<file path="src/rtl/tmr_pkg.sv">
package tmr_pkg;
  localparam int CTRL_W   = 16;
  localparam int B_ON     = 15;
  localparam int B_GATE   = 7;
  localparam int B_PS_LO  = 4;
  localparam int B_SYNC   = 2;
  localparam int B_CS     = 1;

  typedef enum logic [2:0] {
    A_CTRL   = 3'd0,
    A_CLR    = 3'd1,
    A_SET    = 3'd2,
    A_INV    = 3'd3,
    A_COUNT  = 3'd4,
    A_PERIOD = 3'd5,
    A_FLAG   = 3'd6
  } addr_e;
endpackage

</file>
<file path="src/rtl/tmr_ctrl_regs.sv">
module tmr_ctrl_regs
  import tmr_pkg::*;
#(
  parameter int W = CTRL_W
) (
  input  logic         clk,
  input  logic         rst,
  input  logic         wr,
  input  logic [2:0]   addr,
  input  logic [W-1:0] wdata,
  output logic [W-1:0] ctrl
);
  always_ff @(posedge clk) begin
    if (rst) begin
      ctrl <= '0;
    end else if (wr) begin
      case (addr)
        A_CTRL:  ctrl <= wdata;
        A_CLR:   ctrl <= ctrl & ~wdata;
        A_SET:   ctrl <= ctrl | wdata;
        A_INV:   ctrl <= ctrl ^ wdata;
        default: ctrl <= ctrl;
      endcase
    end
  end


  set_alias_chk: assert property (@(posedge clk) disable iff (rst)
    (wr && addr == A_SET) |=> ((ctrl & $past(wdata)) == $past(wdata)));

  clr_alias_chk: assert property (@(posedge clk) disable iff (rst)
    (wr && addr == A_CLR) |=> ((ctrl & $past(wdata)) == '0));

  inv_alias_chk: assert property (@(posedge clk) disable iff (rst)
    (wr && addr == A_INV) |=> ((ctrl ^ $past(ctrl)) == $past(wdata)));
endmodule

</file>
<file path="src/rtl/tmr_tick_gen.sv">
module tmr_tick_gen #(
  parameter int PS_W = 8
) (
  input  logic       clk,
  input  logic       rst,
  input  logic       on,
  input  logic       gate_en,
  input  logic       use_ext,
  input  logic       sync_en,
  input  logic [1:0] ps_sel,
  input  logic       ext_clk,
  input  logic       gate_in,
  output logic       tick,
  output logic       gate_fall
);
  localparam int SYNC_STAGES = 2;

  logic [SYNC_STAGES:0] ext_sync;
  logic                 ext_raw_d;
  logic                 gate_d;
  logic [PS_W-1:0]      ps_cnt;
  logic [PS_W-1:0]      ps_lim;
  logic                 src_pulse;
  logic                 edge_sync;
  logic                 edge_raw;

  always_ff @(posedge clk) begin
    if (rst) begin
      ext_sync  <= '0;
      ext_raw_d <= 1'b0;
      gate_d    <= 1'b0;
    end else begin
      ext_sync  <= {ext_sync[SYNC_STAGES-1:0], ext_clk};
      ext_raw_d <= ext_clk;
      gate_d    <= gate_in;
    end
  end

  assign edge_sync = ext_sync[SYNC_STAGES-1] & ~ext_sync[SYNC_STAGES];
  assign edge_raw  = ext_clk & ~ext_raw_d;

  always_comb begin
    if (use_ext)      src_pulse = sync_en ? edge_sync : edge_raw;
    else if (gate_en) src_pulse = gate_in;
    else              src_pulse = 1'b1;
  end

  always_comb begin
    case (ps_sel)
      2'd0:    ps_lim = PS_W'(0);
      2'd1:    ps_lim = PS_W'(7);
      2'd2:    ps_lim = PS_W'(63);
      default: ps_lim = PS_W'(255);
    endcase
  end

  always_ff @(posedge clk) begin
    if (rst || !on) begin
      ps_cnt <= '0;
    end else if (src_pulse) begin
      ps_cnt <= (ps_cnt >= ps_lim) ? '0 : ps_cnt + 1'b1;
    end
  end

  assign tick      = on & src_pulse & (ps_cnt >= ps_lim);
  assign gate_fall = on & gate_en & ~use_ext & gate_d & ~gate_in;


  ps_range_chk: assert property (@(posedge clk) disable iff (rst)
    ps_cnt <= ps_lim || $changed(ps_sel));

  ps_off_chk: assert property (@(posedge clk) disable iff (rst)
    !on |=> ps_cnt == '0);
endmodule

</file>
<file path="src/rtl/tmr_counter.sv">
module tmr_counter #(
  parameter int W = 16
) (
  input  logic         clk,
  input  logic         rst,
  input  logic         on,
  input  logic         gated_mode,
  input  logic         tick,
  input  logic         gate_fall,
  input  logic         wr_count,
  input  logic         wr_period,
  input  logic         wr_flag_clr,
  input  logic [W-1:0] wdata,
  output logic [W-1:0] count,
  output logic [W-1:0] period,
  output logic         flag
);
  logic on_d;
  logic wrap;

  assign wrap = tick & (count == period);

  always_ff @(posedge clk) begin
    if (rst) on_d <= 1'b0;
    else     on_d <= on;
  end

  always_ff @(posedge clk) begin
    if (rst)              count <= '0;
    else if (wr_count)    count <= wdata;
    else if (on_d && !on) count <= '0;
    else if (wrap)        count <= '0;
    else if (tick)        count <= count + 1'b1;
  end

  always_ff @(posedge clk) begin
    if (rst)            period <= '1;
    else if (wr_period) period <= wdata;
  end

  always_ff @(posedge clk) begin
    if (rst)                                  flag <= 1'b0;
    else if ((wrap && !gated_mode) || gate_fall) flag <= 1'b1;
    else if (wr_flag_clr)                     flag <= 1'b0;
  end


  off_clear_chk: assert property (@(posedge clk) disable iff (rst)
    (on_d && !on && !wr_count) |=> count == '0);

  hold_chk: assert property (@(posedge clk) disable iff (rst)
    (!tick && !wr_count && !(on_d && !on)) |=> $stable(count));

  flag_sticky_chk: assert property (@(posedge clk) disable iff (rst)
    (flag && !wr_flag_clr) |=> flag);

  gated_no_match_chk: assert property (@(posedge clk) disable iff (rst)
    (gated_mode && !gate_fall && !flag) |=> !flag);
endmodule

</file>
<file path="src/rtl/prd_timer.sv">
module prd_timer
  import tmr_pkg::*;
#(
  parameter int CNT_W = 16,
  parameter int PS_W  = 8
) (
  input  logic             clk,
  input  logic             rst,
  input  logic             bus_wr,
  input  logic [2:0]       bus_addr,
  input  logic [15:0]      bus_wdata,
  input  logic             ext_clk,
  input  logic             gate_in,
  output logic [15:0]      ctrl_q,
  output logic [CNT_W-1:0] count_q,
  output logic [CNT_W-1:0] period_q,
  output logic             event_flag
);
  logic tick;
  logic gate_fall;
  logic on;
  logic gate_en;
  logic use_ext;

  tmr_ctrl_regs #(.W(CTRL_W)) u_ctrl (
    .clk   (clk),
    .rst   (rst),
    .wr    (bus_wr),
    .addr  (bus_addr),
    .wdata (bus_wdata),
    .ctrl  (ctrl_q)
  );

  assign on      = ctrl_q[B_ON];
  assign gate_en = ctrl_q[B_GATE];
  assign use_ext = ctrl_q[B_CS];

  tmr_tick_gen #(.PS_W(PS_W)) u_tick (
    .clk       (clk),
    .rst       (rst),
    .on        (on),
    .gate_en   (gate_en),
    .use_ext   (use_ext),
    .sync_en   (ctrl_q[B_SYNC]),
    .ps_sel    (ctrl_q[B_PS_LO+1:B_PS_LO]),
    .ext_clk   (ext_clk),
    .gate_in   (gate_in),
    .tick      (tick),
    .gate_fall (gate_fall)
  );

  tmr_counter #(.W(CNT_W)) u_cnt (
    .clk         (clk),
    .rst         (rst),
    .on          (on),
    .gated_mode  (gate_en & ~use_ext),
    .tick        (tick),
    .gate_fall   (gate_fall),
    .wr_count    (bus_wr && bus_addr == A_COUNT),
    .wr_period   (bus_wr && bus_addr == A_PERIOD),
    .wr_flag_clr (bus_wr && bus_addr == A_FLAG && bus_wdata[0]),
    .wdata       (bus_wdata[CNT_W-1:0]),
    .count       (count_q),
    .period      (period_q),
    .flag        (event_flag)
  );
endmodule

</file>
<file path="config.mk">
export PLATFORM = sky130hd
export DESIGN_NAME = prd_timer
export DESIGN_NICKNAME = d
export VERILOG_FILES = /design/src/rtl/tmr_pkg.sv /design/src/rtl/tmr_ctrl_regs.sv /design/src/rtl/tmr_tick_gen.sv /design/src/rtl/tmr_counter.sv /design/src/rtl/prd_timer.sv
export SDC_FILE = /design/constraint.sdc
export NUM_CORES = 1
export LEC_CHECK = 0
export ABC_AREA = 1
export BUFFER_PORTS_ARGS = -buffer_cell sky130_fd_sc_hd__buf_4
export CAP_MARGIN = 20
export CORE_ASPECT_RATIO = 0.8
export CORE_MARGIN = 3
export CORE_UTILIZATION = 57
export CTS_CLUSTER_SIZE = 14
export DETAILED_ROUTE_END_ITERATION = 6
export PLACE_DENSITY = 0.79
export SYNTH_ARGS = -nofsm -noshare
export SYNTH_HDL_FRONTEND = slang
export SYNTH_SLANG_ARGS = --single-unit
</file>
<file path="constraint.sdc">
create_clock -name clk -period 2.5 [get_ports clk]
set_input_delay 0.125 -clock clk [delete_from_list [all_inputs] [get_ports clk]]
set_output_delay 0.125 -clock clk [all_outputs]
set_load 0.03 [all_outputs]
</file>
==> results of run 1 <==
state kept, by name, summed over array words and instances, names as in the netlist:
| name | flops |
|---|---|
| u_cnt.count | 16 |
| u_cnt.period | 16 |
| u_ctrl.ctrl | 16 |
| u_tick.ps_cnt | 8 |
| u_tick.ext_sync | 3 |
| u_cnt.flag | 1 |
| u_cnt.on_d | 1 |
| u_tick.gate_d | 1 |
cell type report:
cell class	instances	area (sq um)	area share (%)
Multi-Input combinational cell	460	2600	50.0
Sequential cell	62	1240	23.9
Timing Repair Buffer	87	666	12.8
Inverter	88	330	6.36
Clock buffer	13	169	3.25
Tap cell	101	126	2.43
Clock inverter	3	65.1	1.25
repair_timing:
action | CTS | global route
endpoints found under the setup margin | 0 | 0
hold buffers | 5 | 0
hold endpoints to repair | 5 | 0
layer usage:
layer  up-vias  part of all wire (%)  wire length (um)
met3        22                   9.8              1220
met4         0                   1.7               212
li1       2227                     -                 -
met2       237                    43              5350
met5         -                     0                 0
met1      2025                    46              5740
logic make-up after synthesis:
group | synth area share [%]
simple gates | 28.1
compound gates | 18.9
buf+inv | 11.5
flops | 28.6
fa+ha+maj | 10.7
xor+xnor | 2.22
power by group through the flow:
stage | sequential [mW] | combinational (mW) | clock [mW]
after floorplan | 1.22 | 0.381 | 0
after global placement | 1.14 | 0.657 | 0
after global routing | 1.13 | 0.771 | 1.09
after CTS | 1.12 | 0.693 | 1.06
final | 1.12 | 0.700 | 1.05
after detailed placement | 1.14 | 0.681 | 0
synth_stat cells:
library cell / instances / area, sq um
nand4_1: 7 / 43.8
a21o_1: 1 / 7.51
nand2_2: 3 / 18.8
nor2_1: 79 / 297
nand3_1: 29 / 145
nor3b_1: 1 / 7.51
nand3_4: 1 / 17.5
clkbuf_1: 13 / 48.8
nor2_4: 1 / 11.3
ha_1: 37 / 463
buf_4: 6 / 45.0
o211ai_1: 17 / 128
o2111ai_1: 1 / 8.76
a211oi_1: 1 / 7.51
nand2_4: 1 / 11.3
xnor2_1: 7 / 61.3
buf_6: 5 / 56.3
buf_1: 1 / 3.75
nand2_1: 143 / 537
nand3_2: 4 / 40.0
and2_1: 1 / 6.26
a31oi_1: 2 / 12.5
nor3_1: 5 / 25.0
nor3_4: 2 / 32.5
inv_2: 6 / 22.5
nor2_2: 2 / 12.5
a21oi_2: 14 / 123
o21ai_1: 3 / 15.0
a21oi_1: 56 / 280
inv_1: 82 / 308
or2_2: 1 / 6.26
buf_2: 3 / 15.0
a221oi_1: 15 / 131
nor3_2: 1 / 10.0
o21ai_0: 21 / 105
dfxtp_1: 62 / 1240
xor2_1: 4 / 35.0
critical path: stages, from the launching register on:
cell     delay [ns]
dfxtp_1        0.49
nand2_1        0.13
ha_1           0.31
a21o_1         0.18
a31oi_1        0.17
nand2_2        0.14
nand2_4        0.31
nand3_1        0.11
nand2_1        0.11
a21oi_2        0.04
how the worst min path moves through the flow:
| stage | startpoint | end | slack [ns] | cells after the start |
|---|---|---|---|---|
| final | bus_wdata[12] | u_cnt.period[12] | 0.02 | 3 |
| after global routing | bus_wdata[11] | u_cnt.period[11] | 0.04 | 3 |
| after CTS | bus_wdata[11] | u_cnt.period[11] | 0.02 | 3 |
| after detailed placement | ext_clk | u_tick.ext_sync[0] | 0.35 | 3 |
| after global placement | gate_in | u_tick.gate_d | 0.35 | 3 |
| after floorplan | ext_clk | u_tick.ext_sync[0] | 0.23 | 2 |
==> run_results.csv, run 1 <==
group,metric,value,unit
outcome,status,"complete, no violations",
grt,grt_usage,28.8,%
clocking,cts_resized,0,
logic_synthesis,yosysUniqueCellTypes,37,
setup_path,arrival,2.35,ns
logic_synthesis,ys_ff_latch,62,
logic_synthesis,synth-seq-area-share,28.6,%
pwr,pwr-share-comb,24.3,%
clocking,cts_sinks,62,
final_layout,final_common_cell,"nand2_1",
placement,dp_hpwl,9110,um
setup_path,crit_required,2.74,ns
grt,grt_overflow_total,0,
setup_path,worstSetupPathType,"reg -> reg",
pwr,p_clk_share,36.6,%
grt,met1_usage,41.7,%
pwr,seq_power_share,39.1,%
setup_path,crit_start,"u_ctrl.ctrl[5]",
final_layout,antenna-diode-count,0,
pwr,power,2.88,mW
final_layout,final_util,72.9,%
pwr,switching_share,32.4,%
timing,worst_slew_pin_slew,0.640,ns
logic_synthesis,syn_area,0.00434,sq mm
clocking,clk_latency,0.35,ns
floorplanning,die_w,104,um
floorplanning,start_util,60.9,%
timing,setup_violations,0,
grt,grt_pass1_wl,20500,um
clocking,cts_buffer_depth,2,
setup_path,end_kind,"register",
floorplanning,die_y,84.0,um
placement,pre_cts_slack,0.444,ns
pwr,power.leakage,2.57,nW
grt,grt_use_met2,43.3,%
floorplanning,rows,27,
clocking,htreeDepth,3,
grt,grt_antenna_before_repair,0,
setup_path,r2r_end,"u_cnt.count[1]",
detailed_routing,vias,4511,
clocking,path_clk_slew,0.07,ns
detailed_routing,ant_nets,0,
final_layout,fill_cells,590,
detailed_routing,viasPerCell,5.54,
clocking,cts_root_buffer,"clkbuf_8",
pwr,p_switching,0.931,mW
placement,gp_congestion,0.958,
floorplanning,dieArea,0.00870,sq mm
timing,grt_setup_unrepaired,"no",
setup_path,crit_fanout,32,
clocking,cts_setup_buffers,0,
timing,whs,0.0200,ns
logic_synthesis,syn_inst,638,
grt,grt_pass1_vias,4186,
floorplanning,ios,73,
setup_path,r2r-start,"u_ctrl.ctrl[5]",
clocking,cts_tree,"built",
floorplanning,fp.coreArea,0.00713,sq mm
pwr,peakVddDrop,0.389,mV
min_path,holdCritPathClass,"in -> reg",
setup_path,crit_path_start_kind,"register",
pwr,p_int,1.94,mW
detailed_routing,wl,12500,um
setup_path,crit_path_end,"u_cnt.count[1]",
detailed_routing,drt_pass1_iterations,7,
detailed_routing,drc,0,
placement,place_inst,793,
pwr,power_per_cell_area,553,mW/mm^2
run,max_cap_viol_count,0,
timing,fin_crit,2.11,ns
setup_path,rr_worst_depth,9,
timing,skew,0.00627,ns
logic_synthesis,syn_nets,699,
logic_synthesis,ys_warn_count,0,
final_layout,finalNonFillerCells,814,
timing,finalCritPeriodShare,84.4,%
timing,tns,0,ns
detailed_routing,drt-initial-drc-count,352,
timing,max_freq,474,MHz
final_layout,fin_area,0.00520,sq mm
timing,final_hold_viol_count,0,
placement,place_area,0.00491,sq mm
grt,busiest_layer,"met2",
final_layout,area_growth,19.8,%
timing,setup_ws,0.391,ns
timing,slew_viol_final,0,
final_layout,drive_gt1_share,18.7,%
timing,max_slew_margin,57.3,%
setup_path,r2r_setup_slack,0.39,ns
detailed_routing,wl_per_cell,15.4,um
grt,met3_usage,5.49,%
grt,grt_max_degree,33,
final_layout,layout_common_cells,"nand2_1, inv_1, buf_4, nor2_1, dfxtp_1",
logic_synthesis,syn_area_per_cell,6.80,sq um
final_layout,nets,769,
clocking,cts_made_buffers,9,
placement,portBuffers,72,
(Power assumes the default switching activity.)
==> run 2: changes to the inputs <==
--- a/config.mk
+++ b/config.mk
@@ -10,10 +10,10 @@
 export CAP_MARGIN = 20
 export CORE_ASPECT_RATIO = 0.8
 export CORE_MARGIN = 3
-export CORE_UTILIZATION = 57
+export CORE_UTILIZATION = 52
 export CTS_CLUSTER_SIZE = 14
 export DETAILED_ROUTE_END_ITERATION = 6
-export PLACE_DENSITY = 0.79
+export PLACE_DENSITY = 0.76
 export SYNTH_ARGS = -nofsm -noshare
 export SYNTH_HDL_FRONTEND = slang
 export SYNTH_SLANG_ARGS = --single-unit
==> constraint.sdc (replaced) <==
create_clock -name clk -period 1.7 [get_ports clk]
set_input_delay 0.085 -clock clk [delete_from_list [all_inputs] [get_ports clk]]
set_output_delay 0.085 -clock clk [all_outputs]
set_load 0.03 [all_outputs]
==> run 2 against run 1 <==
The run now ends with negative setup slack left. First-iteration DRC count decreased by 12%. Sequential share of layout area down 1.3 points. Worst setup slack worse by 0.43 ns. Register-to-register slack lost 0.43 ns. Clock skew is 0.0063 ns higher. Power increased by 42%. Sequential cell count unchanged. Clock power grew 21%. Count of clock-buffer cells in the layout did not move. Critical endpoint is now u_cnt.count[7]. Largest power group unchanged.
==> run_results.csv, run 2 (same netlist as run 1, synthesis figures left out) <==
group,metric,value,unit
outcome,status,"finished, violations left",
outcome,violations,"negative setup slack",
detailed_routing,wl_met2,5740,um
placement,gp_congestion,0.945,
run,max_cap_viol_count,0,
pwr,power.leakage,2.70,nW
final_layout,final_util,69.4,%
setup_path,crit_family,"compound AO/OA/AOI/OAI gates",
pwr,peakVddDrop,0.437,mV
setup_path,cp_num_buf_inv,1,
setup_path,r2r-start,"u_ctrl.ctrl[4]",
detailed_routing,drt-initial-drc-count,310,
timing,slew_viol_final,0,
detailed_routing,viasPerCell,5.49,
floorplanning,dieArea,0.00948,sq mm
pwr,power_per_cell_area,734,mW/mm^2
setup_path,crit_chain,"nand2_4, ha_4, a21o_1, a31oi_2, nand2_4, buf_6, nand3_4, nand2_2, a21oi_2",
timing,setup_ws,-0.0418,ns
grt,grt_pass1_wl,21100,um
pwr,switching_share,35.3,%
setup_path,r2r_setup_slack,-0.04,ns
min_path,hold_start,"bus_wdata[14]",
clocking,cts_root_buffer,"clkbuf_8",
pwr,pwr-share-comb,28.8,%
timing,skew,0.0126,ns
timing,max_freq,574,MHz
setup_path,crit_fanout,8,
final_layout,nets,797,
detailed_routing,drt_pass1_iterations,5,
setup_path,end_kind,"register",
clocking,cts_tree,"built",
grt,grt_overflow_total,0,
detailed_routing,drc,0,
pwr,p_clk_share,31.0,%
detailed_routing,vias,4658,
detailed_routing,drt-met1-wl,6030,um
final_layout,antenna-diode-count,0,
grt,grt_antenna_before_repair,0,
detailed_routing,wl,13100,um
clocking,cts_sinks,62,
placement,dp_hpwl,9700,um
detailed_routing,wl_per_cell,15.4,um
timing,max_slew_margin,49.2,%
timing,fin_crit,1.74,ns
grt,grt_max_degree,43,
pwr,p_int,2.64,mW
timing,grt_setup_unrepaired,"yes",
clocking,htreeDepth,3,
floorplanning,die_w,108,um
detailed_routing,met3_length,1150,um
setup_path,cp_slowest_stage_delay,0.37,ns
final_layout,layout_common_cells,"nand2_1, buf_4, inv_1, nor2_1, dfxtp_1",
clocking,clk_latency,0.36,ns
detailed_routing,dr.max_layer_used,"met4",
setup_path,worstSetupPathType,"reg -> reg",
final_layout,top_regs,"u_cnt.count (16), u_cnt.period (16), u_ctrl.ctrl (16)",
setup_path,arrival,2.02,ns
timing,setup_violations,13,
final_layout,area_growth,28.2,%
placement,portBuffers,72,
setup_path,crit_start,"u_ctrl.ctrl[4]",
grt,grt_usage,28.0,%
floorplanning,rows,29,
timing,finalCritPeriodShare,102,%
floorplanning,die_y,87.7,um
min_path,holdCritPathClass,"in -> reg",
final_layout,final_common_cell,"nand2_1",
grt,grt_pass1_vias,4391,
clocking,cts_made_buffers,9,
setup_path,path_common_cell,"nand2_4",
clocking,cts_buffer_depth,2,
floorplanning,fp.coreArea,0.00802,sq mm
pwr,p_switching,1.44,mW
clocking,path_clk_slew,0.07,ns
timing,final_hold_viol_count,0,
final_layout,drive_gt1_share,26.3,%
setup_path,cp_slowest_cell,"dfxtp_4",
floorplanning,start_util,54.1,%
detailed_routing,ant_nets,0,
placement,pre_cts_slack,-0.112,ns
timing,worst_slew_pin_slew,0.757,ns
floorplanning,ios,73,
setup_path,crit_path_start_kind,"register",
setup_path,crit_required,1.98,ns
pwr,seq_power_share,40.2,%
run 2: metal layers:
metal,GRT usage (%),vias up
li1,-,2276
met1,39.6,2182
met2,43.6,181
met3,7.00,19
met4,5.73,0
met5,0,-
run 2: through the flow:
stage	power, mW	setup TNS [ns]	area (sq um)	hold WS [ns]	cells
finish	4.08	-0.212	5560	0.00515	849
global route	4.28	-1.76	5560	0.00812	849
CTS	4.05	-0.0157	5470	0.0000416	848
detailed placement	2.77	-0.997	5130	0.309	823
global placement	2.73	-0.365	5130	0.299	823
floorplan	2.36	-0.246	4360	0.192	638
run 2: timing repair:
action / 4_1_cts / 5_1_grt
hold buffers: 8 / 0
hold endpoints to repair: 8 / 0
setup endpoints to repair: 16 / 21
pin swaps: 3 / 8
buffers inserted: 0 / 1
gates cloned: 1 / 0
resized for setup: 16 / 24
run 2: worst register-to-register path: stages, from the launching register on:
cell	delay, ns
dfxtp_4	0.37
nand2_4	0.07
ha_4	0.22
a21o_1	0.18
a31oi_2	0.20
nand2_4	0.11
buf_6	0.15
nand3_4	0.16
nand2_2	0.08
a21oi_2	0.15
run 2: power by group through the flow:
stage          logic [mW]  clock network, mW  registers (mW)
2_1_floorplan       0.561                  0            1.80
3_3_place_gp         1.07                  0            1.67
3_5_place_dp         1.09                  0            1.67
4_1_cts              1.14               1.27            1.64
5_1_grt              1.29               1.34            1.65
6_report             1.17               1.27            1.64
run 2: final cells by class:
cell class,count,area [sq um]
multi-input cells,461,2770
repair buffers,114,892
inverters,88,330
well taps,108,135
flip-flops and latches,62,1250
clock inverters,3,17.5
clock buffers,13,169
fillers,678,2450
run 2: path summary, 6_finish.rpt:
check	end	depth (start not counted)
setup / recovery	u_cnt.count[7]	9
hold / removal	u_cnt.period[14]	3
setup reg to reg	u_cnt.count[7]	9
hold reg to reg	u_tick.ext_sync[2]	2
